===== src/rtl/rdt_pkg.sv =====
package rdt_pkg;
  typedef enum logic [1:0] {
    MODE_TIMER  = 2'd0,
    MODE_EVENT  = 2'd1,
    MODE_WIDTH  = 2'd2,
    MODE_PERIOD = 2'd3
  } modeT;

  typedef struct packed {
    logic dec;      // count one step down
    logic reload;   // restart from reload value (measurement edge)
    logic capture;  // copy counter into read-out buffer
  } strobeT;

  localparam logic [1:0] ADDR_CNT  = 2'd0;
  localparam logic [1:0] ADDR_CTRL = 2'd1;
  localparam logic [1:0] ADDR_IOC  = 2'd2;
  localparam logic [1:0] ADDR_MODE = 2'd3;
endpackage


===== src/rtl/rdt_ctrl.sv =====
module rdt_ctrl
  import rdt_pkg::*;
#(
  parameter int SYNC_TICKS  = 3,
  parameter int SYNC_STAGES = 2
) (
  input  logic       clk,
  input  logic       rstN,
  input  logic       tickEn,
  input  logic       evtIn,
  input  logic       wrEn,
  input  logic [1:0] wrAddr,
  input  logic [3:0] wrData,
  input  logic       ufEvt,
  output strobeT     str,
  output logic       startReg,
  output logic       runStat,
  output logic       edgeFlag,
  output logic       ufFlag,
  output logic       polReg,
  output modeT       modeReg,
  output logic       irqPulse
);
  localparam int TW = (SYNC_TICKS > 1) ? $clog2(SYNC_TICKS) : 1;
  localparam logic [TW-1:0] LAST_TICK = TW'(SYNC_TICKS - 1);

  logic [TW-1:0] lagCnt;
  logic [SYNC_STAGES-1:0] syncVec;
  logic prevLvl, lvl, rise, fall, actEdge, endEdge, actLvl;
  logic firstDone;
  logic ctrlWr;

  assign ctrlWr = wrEn && (wrAddr == ADDR_CTRL);

  // input synchronizer and edge detection
  always_ff @(posedge clk) begin
    if (!rstN) begin
      syncVec <= '0;
      prevLvl <= 1'b0;
    end else begin
      syncVec <= {syncVec[SYNC_STAGES-2:0], evtIn};
      prevLvl <= lvl;
    end
  end

  always_comb begin
    lvl     = syncVec[SYNC_STAGES-1];
    rise    = lvl & ~prevLvl;
    fall    = ~lvl & prevLvl;
    actEdge = polReg ? fall : rise;
    endEdge = polReg ? rise : fall;
    actLvl  = lvl ^ polReg;
  end

  // software registers
  always_ff @(posedge clk) begin
    if (!rstN) begin
      startReg <= 1'b0;
      polReg   <= 1'b0;
      modeReg  <= MODE_TIMER;
    end else if (wrEn) begin
      if (wrAddr == ADDR_CTRL) startReg <= wrData[0];
      if (wrAddr == ADDR_IOC)  polReg   <= wrData[0];
      if (wrAddr == ADDR_MODE) modeReg  <= modeT'(wrData[1:0]);
    end
  end

  // start/stop lag measured in count-source ticks
  always_ff @(posedge clk) begin
    if (!rstN) begin
      runStat <= 1'b0;
      lagCnt  <= '0;
    end else if (startReg == runStat) begin
      lagCnt <= '0;
    end else if (tickEn) begin
      if (lagCnt == LAST_TICK) begin
        runStat <= startReg;
        lagCnt  <= '0;
      end else begin
        lagCnt <= lagCnt + 1'b1;
      end
    end
  end

  // first period edge only arms the measurement
  always_ff @(posedge clk) begin
    if (!rstN || !runStat)
      firstDone <= 1'b0;
    else if (modeReg == MODE_PERIOD && actEdge)
      firstDone <= 1'b1;
  end

  always_comb begin
    str = '0;
    if (runStat) begin
      unique case (modeReg)
        MODE_TIMER: str.dec = tickEn;
        MODE_EVENT: str.dec = actEdge;
        MODE_WIDTH: begin
          str.reload  = actEdge;
          str.capture = endEdge;
          str.dec     = tickEn & actLvl;
        end
        MODE_PERIOD: begin
          str.reload  = actEdge;
          str.capture = actEdge & firstDone;
          str.dec     = tickEn;
        end
        default: str = '0;
      endcase
    end
  end

  // sticky flags and interrupt
  always_ff @(posedge clk) begin
    if (!rstN) begin
      edgeFlag <= 1'b0;
      ufFlag   <= 1'b0;
      irqPulse <= 1'b0;
    end else begin
      irqPulse <= ufEvt;
      if (str.capture)              edgeFlag <= 1'b1;
      else if (ctrlWr && !wrData[2]) edgeFlag <= 1'b0;
      if (ufEvt)                    ufFlag   <= 1'b1;
      else if (ctrlWr && !wrData[3]) ufFlag   <= 1'b0;
    end
  end

  AST_STATUS_ON_TICK: assert property (@(posedge clk) disable iff (!rstN)
    (runStat != $past(runStat)) |-> $past(tickEn)) else $error("status moved without tick");
  AST_STATUS_FOLLOWS_START: assert property (@(posedge clk) disable iff (!rstN)
    (runStat != $past(runStat)) |-> (runStat == $past(startReg))) else $error("status against start");
  AST_IRQ_WITH_FLAG: assert property (@(posedge clk) disable iff (!rstN)
    irqPulse |-> ufFlag) else $error("irq without underflow flag");
  AST_FLAG_WRITE_ONE_NOOP: assert property (@(posedge clk) disable iff (!rstN)
    (!$past(ufFlag) && !$past(ufEvt)) |-> !ufFlag) else $error("flag set by write");
endmodule


===== src/rtl/rdt_datapath.sv =====
module rdt_datapath
  import rdt_pkg::*;
#(
  parameter int WIDTH = 16
) (
  input  logic             clk,
  input  logic             rstN,
  input  strobeT           str,
  input  logic             wrCnt,
  input  logic [WIDTH-1:0] wrVal,
  output logic [WIDTH-1:0] cntVal,
  output logic [WIDTH-1:0] bufVal,
  output logic             ufEvt
);
  logic [WIDTH-1:0] reloadReg;

  assign ufEvt = str.dec && !str.reload && !wrCnt && (cntVal == '0);

  always_ff @(posedge clk) begin
    if (!rstN) begin
      reloadReg <= '0;
      cntVal    <= '0;
      bufVal    <= '0;
    end else begin
      if (wrCnt) begin
        reloadReg <= wrVal;
        cntVal    <= wrVal;
      end else if (str.reload) begin
        cntVal <= reloadReg;
      end else if (str.dec) begin
        cntVal <= ufEvt ? reloadReg : cntVal - 1'b1;
      end
      if (str.capture) bufVal <= cntVal;
    end
  end

  AST_FROZEN_WITHOUT_STROBE: assert property (@(posedge clk) disable iff (!rstN)
    !($past(str.dec) || $past(str.reload) || $past(wrCnt)) |-> (cntVal == $past(cntVal)))
    else $error("counter moved with no strobe");
  AST_UF_RELOADS: assert property (@(posedge clk) disable iff (!rstN)
    $past(ufEvt) |-> (cntVal == reloadReg)) else $error("underflow did not reload");
endmodule


===== src/rtl/rdtimer.sv =====
module rdtimer
  import rdt_pkg::*;
#(
  parameter int WIDTH       = 16,
  parameter int SYNC_TICKS  = 3,
  parameter int SYNC_STAGES = 2
) (
  input  logic             clk,
  input  logic             rstN,
  input  logic             tickEn,
  input  logic             evtIn,
  input  logic             wrEn,
  input  logic [1:0]       wrAddr,
  input  logic [WIDTH-1:0] wrData,
  input  logic [1:0]       rdAddr,
  output logic [WIDTH-1:0] rdData,
  output logic             irqPulse
);
  strobeT str;
  logic startReg, runStat, edgeFlag, ufFlag, polReg, ufEvt, wrCnt, measMode;
  modeT modeReg;
  logic [WIDTH-1:0] cntVal, bufVal;

  assign wrCnt    = wrEn && (wrAddr == ADDR_CNT);
  assign measMode = (modeReg == MODE_WIDTH) || (modeReg == MODE_PERIOD);

  rdt_ctrl #(.SYNC_TICKS(SYNC_TICKS), .SYNC_STAGES(SYNC_STAGES)) ctrl_i (
    .clk(clk), .rstN(rstN), .tickEn(tickEn), .evtIn(evtIn),
    .wrEn(wrEn), .wrAddr(wrAddr), .wrData(wrData[3:0]), .ufEvt(ufEvt),
    .str(str), .startReg(startReg), .runStat(runStat), .edgeFlag(edgeFlag),
    .ufFlag(ufFlag), .polReg(polReg), .modeReg(modeReg), .irqPulse(irqPulse)
  );

  rdt_datapath #(.WIDTH(WIDTH)) dp_i (
    .clk(clk), .rstN(rstN), .str(str), .wrCnt(wrCnt), .wrVal(wrData),
    .cntVal(cntVal), .bufVal(bufVal), .ufEvt(ufEvt)
  );

  always_comb begin
    rdData = '0;
    unique case (rdAddr)
      ADDR_CNT:  rdData = measMode ? bufVal : cntVal;
      ADDR_CTRL: rdData[3:0] = {ufFlag, edgeFlag, runStat, startReg};
      ADDR_IOC:  rdData[0] = polReg;
      default:   rdData[1:0] = modeReg;
    endcase
  end
endmodule


===== config.mk =====
export PLATFORM = sky130hd
export DESIGN_NAME = rdtimer
export DESIGN_NICKNAME = d
export VERILOG_FILES = /design/src/rtl/rdt_pkg.sv /design/src/rtl/rdt_ctrl.sv /design/src/rtl/rdt_datapath.sv /design/src/rtl/rdtimer.sv
export SDC_FILE = /design/constraint.sdc
export NUM_CORES = 1
export LEC_CHECK = 0
export BUFFER_PORTS_ARGS = -buffer_cell sky130_fd_sc_hd__buf_2
export CORE_MARGIN = 1.5
export CORE_UTILIZATION = 38
export DETAILED_ROUTE_END_ITERATION = 10
export PLACE_DENSITY = 0.68
export SLEW_MARGIN = 20
export SYNTH_ARGS = -nofsm -noshare
export SYNTH_HDL_FRONTEND = slang
export SYNTH_SLANG_ARGS = --single-unit

===== constraint.sdc =====
create_clock -name clk -period 2.5 [get_ports clk]
set_clock_uncertainty 0.2 [all_clocks]
set_input_delay 0.125 -clock clk [delete_from_list [all_inputs] [get_ports clk]]
set_output_delay 0.125 -clock clk [all_outputs]
set_load 0.02 [all_outputs]

# ---- Word level (Yosys, flattened, before mapping)
# Index checks and enable logic that the tools add are counted.
dict set report classes {
  n_eq_ne 10
  n_reduce_logical 29
  addsub 2
  mux 19
  bitwise 9
}
# op count
set ops {}
lappend ops {{two-way mux 16 bit} 5}
lappend ops {{zero test 16 bit} 1}
lappend ops {{subtractor 16 x 1 -> 16 bit, second input constant} 1}
lappend ops {{equality test 2 bit, second input constant} 6}
lappend ops {{two-way mux 12 bit} 1}
lappend ops {{case mux 1 bit (3 select lines)} 3}
lappend ops {{logical AND 1 bit} 8}
lappend ops {{case mux 2 bit (2 select lines)} 2}
lappend ops {{equality test 2 x 1 -> 1 bit, second input constant} 3}
lappend ops {{zero test 1 bit} 6}
lappend ops {{zero test 2 bit} 3}
lappend ops {{two-way mux 1 bit} 6}
lappend ops {{AND reduction 2 bit} 3}
lappend ops {{bitwise AND 1 bit} 4}
lappend ops {{NOT 1 bit} 4}
lappend ops {{nonzero test 2 bit} 2}
lappend ops {{OR reduction 2 bit} 2}
lappend ops {{two-way mux 3 bit} 1}
lappend ops {{AND reduction 3 bit} 1}
lappend ops {{nonzero test 3 bit} 1}
lappend ops {{adder 2 x 1 -> 2 bit, second input constant} 1}
lappend ops {{logical OR 1 bit} 2}
lappend ops {{two-way mux 2 bit} 1}
lappend ops {{equality test 1 bit} 1}
lappend ops {{XOR 1 bit} 1}
dict set report word_totals {
  reg_bits 62
  out_inout_bits 17
}

# ---- Logic depth before layout (Yosys ltp)
# Gate-level depths: netlist of run 1.
dict set report depth {
  word_depth 14
  mapped_depth 9
  ltp_nobuf 8
}

# ---- Cells and area by module
# Synthesis of run 1 repeated with hierarchy kept, for this count alone.
dict set report hier_totals {
  hier_cells 385
  area_unflattened_um2 3414.5
}
# module n_inst cells_each seq_area_each_um2 area_per_inst_um2
set modules_own_cells {}
lappend modules_own_cells {rdt_datapath 1 268 960.9 2444.8}
lappend modules_own_cells {rdt_ctrl 1 73 280.3 645.6}
lappend modules_own_cells {rdtimer 1 44 0.0 324.1}

# ---- Least setup slack after synthesis of run 1
# No wires, ideal clock.
dict set report synth_path {
  kind {flip-flop to flip-flop}
  from {register dp_i.cntVal[6]}
  to {register dp_i.cntVal[10]}
  setup_ns 0.074
  arrival_time_ns 2.074
  path_stages_with_launch 9
  path_slack_ns 0.152
  cell_sequence {dfxtp_1 -> buf_6 -> or4_4 -> buf_6 -> and4bb_1 -> nand4_1 -> nand2_1 -> mux2_2 -> a31oi_1}
}
dict set report synth_via {
  elab_chain_cells 6
  word_cells_on_any_way 7
  classes_between {1 x add/sub; 4 x mux; 2 x reduce/logical}
}
# element line
set synth_lines {}
lappend synth_lines {{start, declared} rdt_datapath.sv:11} ;# output logic [WIDTH-1:0] cntVal,
lappend synth_lines {{start signal, assigned} rdt_datapath.sv:27} ;# cntVal <= wrVal;
lappend synth_lines {{start signal, assigned} rdt_datapath.sv:29} ;# cntVal <= reloadReg;
lappend synth_lines {{start signal, assigned} rdt_datapath.sv:31} ;# cntVal <= ufEvt ? reloadReg : cntVal - 1'b1;
lappend synth_lines {{branches (longest 2 deep; another with subtractor 16 x 1 -> 16 bit)} --}
lappend synth_lines {{two-way mux 16 bit *} rdt_datapath.sv:31}
lappend synth_lines {{two-way mux 16 bit *} rdt_datapath.sv:30} ;# end else if (str.dec) begin
lappend synth_lines {{two-way mux 16 bit *} rdt_datapath.sv:28} ;# end else if (str.reload) begin
lappend synth_lines {{two-way mux 16 bit *} rdt_datapath.sv:25} ;# if (wrCnt) begin
# Every way passes the cells marked *. The select of a mux whose other input is x is not followed.
# A chain may end at the register's enable or synchronous reset.

# ---- Worst setup path after layout of run 1
dict set report layout_path {
  from {register dp_i.cntVal[2]}
  to {register dp_i.cntVal[7]}
}
# The elaborated chain is that of the path after synthesis.

==> flow_metrics.py, run 1 <==
metrics = {
    "status": {
        "status": "finished clean",
    },
    "yosys": {
        "yosysWarnings": 0,
        "synth_edf_count": 0,
        "synthXorXnorAreaFrac": 0.01327,
        "ys_types": 62,
        "ys_seq_area_frac": 0.3762,
        "synth-seq-cells": 62,
        "syn_inst": 411,
        "synth_simple_gate_area_frac": 0.2495,
        "avgSynthCellArea_um2": 8.028,
        "synth_area_mm2": 0.003299,
        "synth_mux_area_frac": 0.09860,
        "synth_fa_ha_area_frac": 0.01896,
        "synth_nets": 441,
        "synth_compound_area_frac": 0.1968,
        "synth_top_family_by_area": "simple AND/OR/NAND/NOR gates",
        "synth_flop_cell": "dfxtp_1",
        "ys_async_sr_fraction": 0,
    },
    "critical_path": {
        "rr_worst_depth": 6,
        "reg2reg_from": "dp_i.cntVal[2]",
        "r2r_setup_slack_ns": 0.09,
        "crit_arrival_ns": 2.49,
        "critPathCapture": "dp_i.cntVal[7]",
        "cp_max_fo": 10,
        "crit_start": "dp_i.cntVal[2]",
        "start_kind": "flop",
        "reg2reg_to": "dp_i.cntVal[7]",
        "worstSetupPathType": "reg -> reg",
        "required_ns": 2.59,
        "critPathCaptureType": "flop",
    },
    "detailed_routing": {
        "drt-initial-drc-count": 311,
        "vias_per_cell": 5.628,
        "drt_wl_total_mm": 9.446,
        "dr.pass1.iters": 5,
        "drc": 0,
        "ant_nets": 0,
        "wl_per_cell_um": 15.96,
        "via_count": 3332,
    },
    "clock_tree": {
        "cts_tree": "done",
        "cts_max_path_buffers": 2,
        "clockRootBuffer": "clkbuf_8",
        "clk_pin_slew_worst_paths_ns": 0.07,
        "postCtsSetupBuffers": 0,
        "cts_made_buffers": 9,
        "clock_latency_ns": 0.35,
        "htreeDepth": 3,
        "cts.sinks": 62,
    },
    "hold_path": {
        "min_path_type": "in -> reg",
        "hp-start": "wrAddr[1]",
    },
    "global_route": {
        "overflow": 0,
        "antenna_found_initial": 0,
        "grt_pass1_vias": 3050,
        "grt_pass1_wl_mm": 14.83,
        "grt_max_degree": 30,
        "gr-usage-all-layers": 0.2102,
    },
    "power_and_ir_drop": {
        "power_density_mw_per_mm2": 591.1,
        "total_leakage_power_nw": 1.642,
        "max-vdd-ir-drop_v": 0.0003123,
    },
    "finish": {
        "final_cell_area_mm2": 0.004172,
        "syn_to_final_growth_pct": 26.43,
        "final_nets": 513,
        "final_cell_mix": "nand2_1, dfxtp_1, nor2_1",
        "drive_gt1_frac": 0.2218,
        "instances_no_fill": 592,
        "layout.cells.most_common": "nand2_1",
        "num_antenna_cells": 0,
    },
    "die": {
        "fp-row-count": 33,
        "dieHeight_um": 96.18,
        "dieArea_mm2": 0.009251,
        "die_x_um": 96.18,
        "coreArea_mm2": 0.008299,
        "initial_core_util": 0.3976,
        "boundaryPins": 42,
    },
    "placed_design": {
        "place_inst": 558,
        "dpl-instance-area_mm2": 0.003712,
        "port_buffers": 41,
        "hpwl_mm": 6.657,
        "gp_congestion": 0.9528,
    },
    "sta": {
        "min_period_ns": 2.405,
        "slew_violations": 0,
        "setup_viol": 0,
        "fmax_mhz": 415.8,
        "maxSlewHeadroom": 0.6512,
        "hold_violations": 0,
        "worst_pin_slew_ns": 0.5233,
        "fin_crit_sh": 0.9620,
    },
    "flow_run": {
        "cap_violations": 0,
    },
}
## per-layer routing
layer,global-route usage,share of wire
met3,0.03949,0.065
met4,0.09926,0.021
met5,0,0
met1,0.2823,0.47
met2,0.3228,0.44
## flip-flops by register name, indices dropped and copies added, names as in the netlist, 2 cells and up
name            cells
dp_i.cntVal        16
dp_i.bufVal        16
ctrl_i.syncVec      2
ctrl_i.modeReg      2
ctrl_i.lagCnt       2
dp_i.reloadReg     16
## synth_stat cells (all sizes together), types with 3 or more instances
cell type   n  area (um2)
and2        4       25.02
nand3       8       40.04
mux2i      28       280.3
nand2      71       274.0
nor2       48       182.7
a32o        3       30.03
nand4       6       37.54
o21ai      24       120.1
and3        3       18.77
nor3        8       45.04
dfxtp      62        1241
clkbuf     19       71.32
a211oi      3       22.52
buf         6       52.54
inv         8       30.03
or2         4       25.03
nor4        4       40.04
a31oi       3       18.77
o211a       4       40.04
o211ai      3       22.52
xor2        3       26.28
a21oi      44       224.0
ha          5       62.56
nand3b      3       22.52
## cell families after synthesis
family	after synthesis
AOI/OAI and AO/OA	103
xor gates and xnor gates	5
adders and majority gates	5
buffers and inverters	33
DFF	62
muxes	31
and+or+nand+nor	172
## layout make-up
class | instances | area (um2)
Fill cell | 819 | 4128
Multi-Input combinational cell | 316 | 1951
Sequential cell | 62 | 1244
Timing Repair Buffer | 86 | 594.3
Clock buffer | 11 | 151.4
Tap cell | 105 | 131.4
Clock inverter | 4 | 70.07
Inverter | 8 | 30.03
## power breakdown
| group | switching, W | internal, W | total, W |
|---|---|---|---|
| Clock | 0.000375 | 0.000606 | 0.000982 |
| Sequential | 0.0000263 | 0.00102 | 0.00104 |
| Combinational | 0.000247 | 0.000195 | 0.000443 |
## repair_timing
action / CTS / global route
hold endpoints to repair: 35 / 0
gates resized for setup: 0 / 13
hold buffers: 19 / 0
endpoints found under the setup margin: 0 / 16
## stage by stage
stage / power, W / TNS, ns / utilization / setup slack (ns) / hold WS [ns]
after floorplan: 0.001335 / 0 / - / 0.1521 / 0.05229
after global placement: 0.001462 / 0 / 0.4473 / 0.06968 / 0.1399
after detailed placement: 0.001464 / 0 / 0.4473 / 0.06025 / 0.1443
after CTS: 0.002461 / 0 / 0.4969 / 0.01981 / 0.01170
after global routing: 0.002558 / -0.006959 / 0.5026 / -0.006457 / 0.03540
final: 0.002466 / 0 / 0.5026 / 0.09497 / 0.02462
## how the worst min path moves through the flow
stage	end	slack [ns]	cells past startpoint
detailed placement	ctrl_i.syncVec[0]	0.14	2
CTS	dp_i.cntVal[11]	0.01	2
floorplan	ctrl_i.syncVec[0]	0.05	1
global route	dp_i.cntVal[11]	0.04	2
finish	ctrl_i.polReg	0.02	5
global placement	ctrl_i.syncVec[0]	0.14	2
## critical path, cell delays in order, from the launching register on
cell and delay (ns):
dfxtp_1 0.42, or4_1 0.62, nor2_1 0.33, nand2_1 0.15, or2_2 0.29, o221ai_1 0.19, a32o_1 0.15
(Power assumes the default switching activity.)
==> run 2, diff against run 1 <==
--- a/config.mk
+++ b/config.mk
@@ -9,7 +9,7 @@
 export CORE_MARGIN = 1.5
 export CORE_UTILIZATION = 38
 export DETAILED_ROUTE_END_ITERATION = 10
-export PLACE_DENSITY = 0.68
+export PLACE_DENSITY_LB_ADDON = 0.1
 export SLEW_MARGIN = 20
 export SYNTH_ARGS = -nofsm -noshare
 export SYNTH_HDL_FRONTEND = slang
==> run 2 against run 1 <==
Compared with the run above: via count decreased by 1.9%; sequential share of layout area decreased by 0.29 points; fmax decreased by 0.46%; highest routed layer unchanged.
==> flow_metrics.py, run 2 (synthesized netlist as in run 1, its figures left out) <==
metrics = {
    "placed_design": {
        "gp_congestion": 0.8564,
        "dpl-instance-area_mm2": 0.003785,
        "port_buffers": 41,
        "hpwl_mm": 6.885,
        "place_inst": 566,
    },
    "hold_path": {
        "min_path_type": "in -> reg",
    },
    "detailed_routing": {
        "vias_per_cell": 5.402,
        "drc": 0,
        "drt_wl_total_mm": 9.719,
        "drt-initial-drc-count": 230,
        "via_count": 3268,
        "dr.pass1.iters": 4,
        "wl_per_cell_um": 16.06,
        "ant_nets": 0,
    },
    "finish": {
        "syn_to_final_growth_pct": 27.91,
        "final_cell_area_mm2": 0.004220,
        "largest_registers": "dp_i.bufVal x16, dp_i.cntVal x16, dp_i.reloadReg x16",
        "num_antenna_cells": 0,
        "final_cell_mix": "nand2_1, dfxtp_1, nor2_1",
        "drive_gt1_frac": 0.2320,
        "layout.cells.most_common": "nand2_1",
        "final_nets": 526,
        "instances_no_fill": 605,
    },
    "flow_run": {
        "cap_violations": 0,
    },
    "power_and_ir_drop": {
        "combPwrFrac": 0.203,
        "pwr-share-seq": 0.456,
        "total_leakage_power_nw": 1.685,
        "pwr-share-clk": 0.341,
        "p_sw_frac": 0.2825,
        "power_density_mw_per_mm2": 538.3,
        "p_sw_w": 0.0006418,
        "max-vdd-ir-drop_v": 0.0003784,
        "internal-power_w": 0.001630,
        "finalPower_w": 0.002272,
    },
    "die": {
        "fp-row-count": 33,
        "initial_core_util": 0.3976,
        "dieHeight_um": 96.18,
        "die_x_um": 96.18,
        "coreArea_mm2": 0.008299,
        "dieArea_mm2": 0.009251,
        "boundaryPins": 42,
    },
    "clock_tree": {
        "clockRootBuffer": "clkbuf_8",
        "cts.sinks": 62,
        "htreeDepth": 3,
        "clk_pin_slew_worst_paths_ns": 0.06,
        "cts_max_path_buffers": 2,
        "cts_tree": "done",
        "cts_made_buffers": 9,
        "clock_latency_ns": 0.34,
    },
    "status": {
        "status": "finished clean",
    },
    "global_route": {
        "antenna_found_initial": 0,
        "overflow": 0,
        "grt_pass1_vias": 3056,
        "grt_pass1_wl_mm": 15.81,
        "grt_max_degree": 26,
        "gr-usage-all-layers": 0.2279,
    },
    "sta": {
        "worst_pin_slew_ns": 0.5467,
        "hold_violations": 0,
        "fin_crit_sh": 0.9665,
        "holdWs_ns": 0.03425,
        "min_period_ns": 2.416,
        "fmax_mhz": 413.9,
        "setup_viol": 0,
        "maxSlewHeadroom": 0.6355,
        "slew_violations": 0,
    },
    "critical_path": {
        "start_kind": "flop",
        "cp_max_fo": 8,
        "worstSetupPathType": "reg -> reg",
        "critPathCaptureType": "flop",
        "crit_arrival_ns": 2.44,
        "required_ns": 2.53,
    },
}
-- run 2: cell type report --
type / count / area, um2
clock buffers: 14 / 162.7
fillers: 851 / 4079
well taps: 105 / 131.4
multi-input cells: 316 / 1931
flip-flops and latches: 62 / 1246
repair buffers: 99 / 714.4
inverters: 8 / 30.03
clock inverters: 1 / 5.005
-- run 2: per-stage QoR --
| step | setup WS, ns | TNS [ns] | utilization |
|---|---|---|---|
| 4_1_cts | 0.01902 | 0 | 0.5002 |
| 2_1_floorplan | 0.1521 | 0 | - |
| 5_1_grt | -0.01946 | -0.03958 | 0.5085 |
| 3_5_place_dp | -0.1647 | -0.4698 | 0.4561 |
| 3_3_place_gp | -0.1029 | -0.2221 | 0.4561 |
| 6_report | 0.08385 | 0 | 0.5085 |
-- run 2: final timing paths --
| check | endpoint | slack, ns | depth (start not counted) | from |
|---|---|---|---|---|
| max reg2reg | dp_i.cntVal[9] | 0.08 | 7 | dp_i.cntVal[8] |
| min | ctrl_i.polReg | 0.03 | 5 | wrAddr[1] |
| min reg2reg | ctrl_i.syncVec[1] | 0.23 | 1 | ctrl_i.syncVec[0] |
| max | dp_i.cntVal[9] | 0.08 | 7 | dp_i.cntVal[8] |
-- run 2: repair_timing --
action	4_1_cts	5_1_grt
gates cloned	0	0
setup buffers	0	5
endpoints found under the hold margin	34	0
setup endpoints to repair	5	14
hold buffers	19	0
pin swaps	0	3
resized for setup	3	12
-- run 2: power by group through the flow --
stage | Sequential [W] | Clock, W | Combinational [W]
2_1_floorplan | 0.00106 | 0 | 0.000280
4_1_cts | 0.00104 | 0.000795 | 0.000443
3_3_place_gp | 0.00106 | 0 | 0.000420
6_report | 0.00104 | 0.000774 | 0.000461
3_5_place_dp | 0.00106 | 0 | 0.000416
5_1_grt | 0.00104 | 0.000854 | 0.000505
-- run 2: critical path, cell delays in order, from the launching register on --
cell and delay [ns]:
dfxtp_1 0.32, or4_4 0.56, and4bb_1 0.28, nand4_1 0.23, buf_4 0.24, nand2_4 0.12
o21ai_1 0.09, a32o_1 0.27
-- run 2: metal layers --
layer | routed length [um] | global-route usage | part of all wire | up-vias
met1 | 4705 | 0.3169 | 0.48 | 1486
met4 | 158 | 0.07721 | 0.016 | 0
met3 | 795 | 0.06003 | 0.082 | 14
met5 | 0 | 0 | 0 | -
met2 | 4059 | 0.3386 | 0.42 | 131
li1 | - | - | - | 1637
==> run 3, diff against run 2 <==
==> constraint.sdc (replaced) <==
create_clock -name clk -period 2.9 [get_ports clk]
set_clock_uncertainty 0.2 [all_clocks]
set_input_delay 0.145 -clock clk [delete_from_list [all_inputs] [get_ports clk]]
set_output_delay 0.145 -clock clk [all_outputs]
set_load 0.02 [all_outputs]
==> run 3 against run 2 <==
Compared with the run above: first-iteration DRC count decreased by 30%; worst hold slack got worse by 0.021 ns; total power decreased by 7.2%; sequential power decreased by 13%; sequential share of layout area increased by 1.2 points; final area decreased by 4.4%; utilization decreased by 2.2 points; clock power increased by 11%; worst setup slack improved by 0.17 ns; sequential cell count unchanged; final cell count decreased by 4.0%; largest power group unchanged.
==> flow_metrics.py, run 3 (synthesized netlist as in run 1, its figures left out) <==
metrics = {
    "sta": {
        "tns_ns": 0,
        "fin_crit_sh": 0.9130,
        "worst_pin_slew_ns": 0.5567,
        "maxSlewHeadroom": 0.6289,
        "hold_violations": 0,
        "setup_viol": 0,
        "min_period_ns": 2.648,
        "slew_violations": 0,
        "grt_setup_unrepaired": "false",
        "fmax_mhz": 377.7,
    },
    "power_and_ir_drop": {
        "total_leakage_power_nw": 1.567,
        "p_sw_w": 0.0005753,
        "pwr-share-seq": 0.427,
        "power_density_mw_per_mm2": 522.6,
        "pwr-share-clk": 0.407,
        "internal-power_w": 0.001533,
        "p_sw_frac": 0.2729,
        "combPwrFrac": 0.166,
        "max-vdd-ir-drop_v": 0.0002667,
    },
    "hold_path": {
        "hp-start": "wrAddr[0]",
        "min_delay_worst_endpoint": "ctrl_i.polReg",
        "holdPathStages": 4,
        "min_path_type": "in -> reg",
    },
    "die": {
        "boundaryPins": 42,
        "coreArea_mm2": 0.008299,
        "dieArea_mm2": 0.009251,
        "dieHeight_um": 96.18,
        "fp-row-count": 33,
        "initial_core_util": 0.3976,
        "die_x_um": 96.18,
    },
    "finish": {
        "layout.cells.most_common": "nand2_1",
        "final_cell_mix": "nand2_1, dfxtp_1, nor2_1",
        "drive_gt1_frac": 0.1807,
        "instances_no_fill": 581,
        "num_antenna_cells": 0,
        "final_nets": 501,
        "fin_util": 0.4861,
        "n_fill_cell": 849,
        "largest_registers": "dp_i.bufVal x16, dp_i.cntVal x16, dp_i.reloadReg x16",
        "syn_to_final_growth_pct": 22.26,
        "final_cell_area_mm2": 0.004034,
    },
    "critical_path": {
        "worstSetupPathType": "reg -> out",
        "critPathCaptureType": "output port",
        "r2r_setup_slack_ns": 0.26,
        "start_kind": "flop",
        "cp_max_fo": 17,
        "slowest_stage": "mux4_2",
        "required_ns": 2.56,
        "reg2reg_from": "dp_i.cntVal[7]",
        "crit_arrival_ns": 2.30,
        "max_stage_delay_ns": 0.47,
        "path_cells": "inv_1, ha_1, or2_1, buf_4, nand2_1, o21ai_0, mux4_2, buf_2",
        "crit_buf_inv": 3,
        "reg2reg_to": "dp_i.cntVal[10]",
        "cp_top_family": "multiplexers",
        "rr_worst_depth": 6,
    },
    "clock_tree": {
        "holdBufCountCts": 18,
        "cts_resized": 0,
        "clk_pin_slew_worst_paths_ns": 0.07,
        "cts.sinks": 62,
        "cts_made_buffers": 9,
        "htreeDepth": 3,
        "cts_max_path_buffers": 2,
        "clock_latency_ns": 0.34,
        "cts_tree": "done",
        "postCtsSetupBuffers": 0,
        "clockRootBuffer": "clkbuf_8",
    },
    "detailed_routing": {
        "drt-initial-drc-count": 160,
        "drt_wl_total_mm": 9.555,
        "vias_per_cell": 5.487,
        "via_count": 3188,
        "dr.pass1.iters": 4,
        "ant_nets": 0,
        "wl_per_cell_um": 16.45,
        "drc": 0,
    },
    "global_route": {
        "gr-usage-all-layers": 0.2198,
        "grt_max_degree": 30,
        "overflow": 0,
        "grt_pass1_vias": 2911,
        "antenna_found_initial": 0,
        "grt_pass1_wl_mm": 15.30,
    },
    "placed_design": {
        "port_buffers": 41,
        "dpl-instance-area_mm2": 0.003630,
        "place_inst": 547,
        "gp_congestion": 0.8652,
        "hpwl_mm": 6.768,
    },
    "status": {
        "status": "finished clean",
    },
    "flow_run": {
        "cap_violations": 0,
    },
}
## run 3: stage by stage
step           hold WS, ns  setup WS (ns)  total power, W
5_1_grt            0.03455        0.09423        0.002216
4_1_cts           0.001260         0.2227        0.002131
6_report           0.01302         0.2523        0.002108
3_3_place_gp        0.1536         0.3694        0.001248
3_5_place_dp        0.1545         0.3328        0.001247
2_1_floorplan      0.07229         0.5521        0.001151
## run 3: worst reg2reg max path, stage by stage (launching register included)
cell      delay, ns
dfxtp_1        0.37
or4_4          0.56
and4bb_1       0.30
nand4_1        0.31
nand2_1        0.31
mux2_2         0.36
a31oi_1        0.15
## run 3: power groups by stage
stage	Combinational [W]	Sequential, W	Clock, W
3_5_place_dp	0.000327	0.000920	0
4_1_cts	0.000347	0.000900	0.000884
2_1_floorplan	0.000241	0.000910	0
6_report	0.000349	0.000901	0.000858
5_1_grt	0.000388	0.000904	0.000924
3_3_place_gp	0.000328	0.000920	0
## run 3: worst max path at each step
stage                 startpoint               to  cells after the start  slack (ns)
2_1_floorplan     dp_i.cntVal[6]  dp_i.cntVal[10]                      8        0.55
3_3_place_gp      dp_i.cntVal[7]  dp_i.cntVal[10]                      6        0.37
3_5_place_dp      dp_i.cntVal[7]  dp_i.cntVal[10]                      6        0.33
4_1_cts        ctrl_i.modeReg[0]        rdData[0]                      8        0.22
5_1_grt        ctrl_i.modeReg[0]        rdData[0]                      8        0.09
6_report       ctrl_i.modeReg[0]        rdData[0]                      8        0.25
## run 3: layout make-up
| class | instances | area (um2) | share of cell area |
|---|---|---|---|
| well taps | 105 | 131.4 | 0.03257 |
| flip-flops and latches | 62 | 1241 | 0.3077 |
| repair buffers | 74 | 498.0 | 0.1234 |
| clock buffers | 11 | 141.4 | 0.03505 |
| clock inverters | 5 | 82.58 | 0.02047 |
| inverters | 8 | 30.03 | 0.007444 |
| multi-input cells | 316 | 1909 | 0.4733 |
## run 3: per-layer routing
| metal | routed length (um) | up-vias | global-route usage |
|---|---|---|---|
| met5 | 0 | - | 0 |
| met4 | 57 | 0 | 0.06250 |
| met3 | 354 | 5 | 0.04265 |
| met2 | 4153 | 73 | 0.3304 |
| met1 | 4990 | 1519 | 0.3162 |
| li1 | - | 1591 | - |
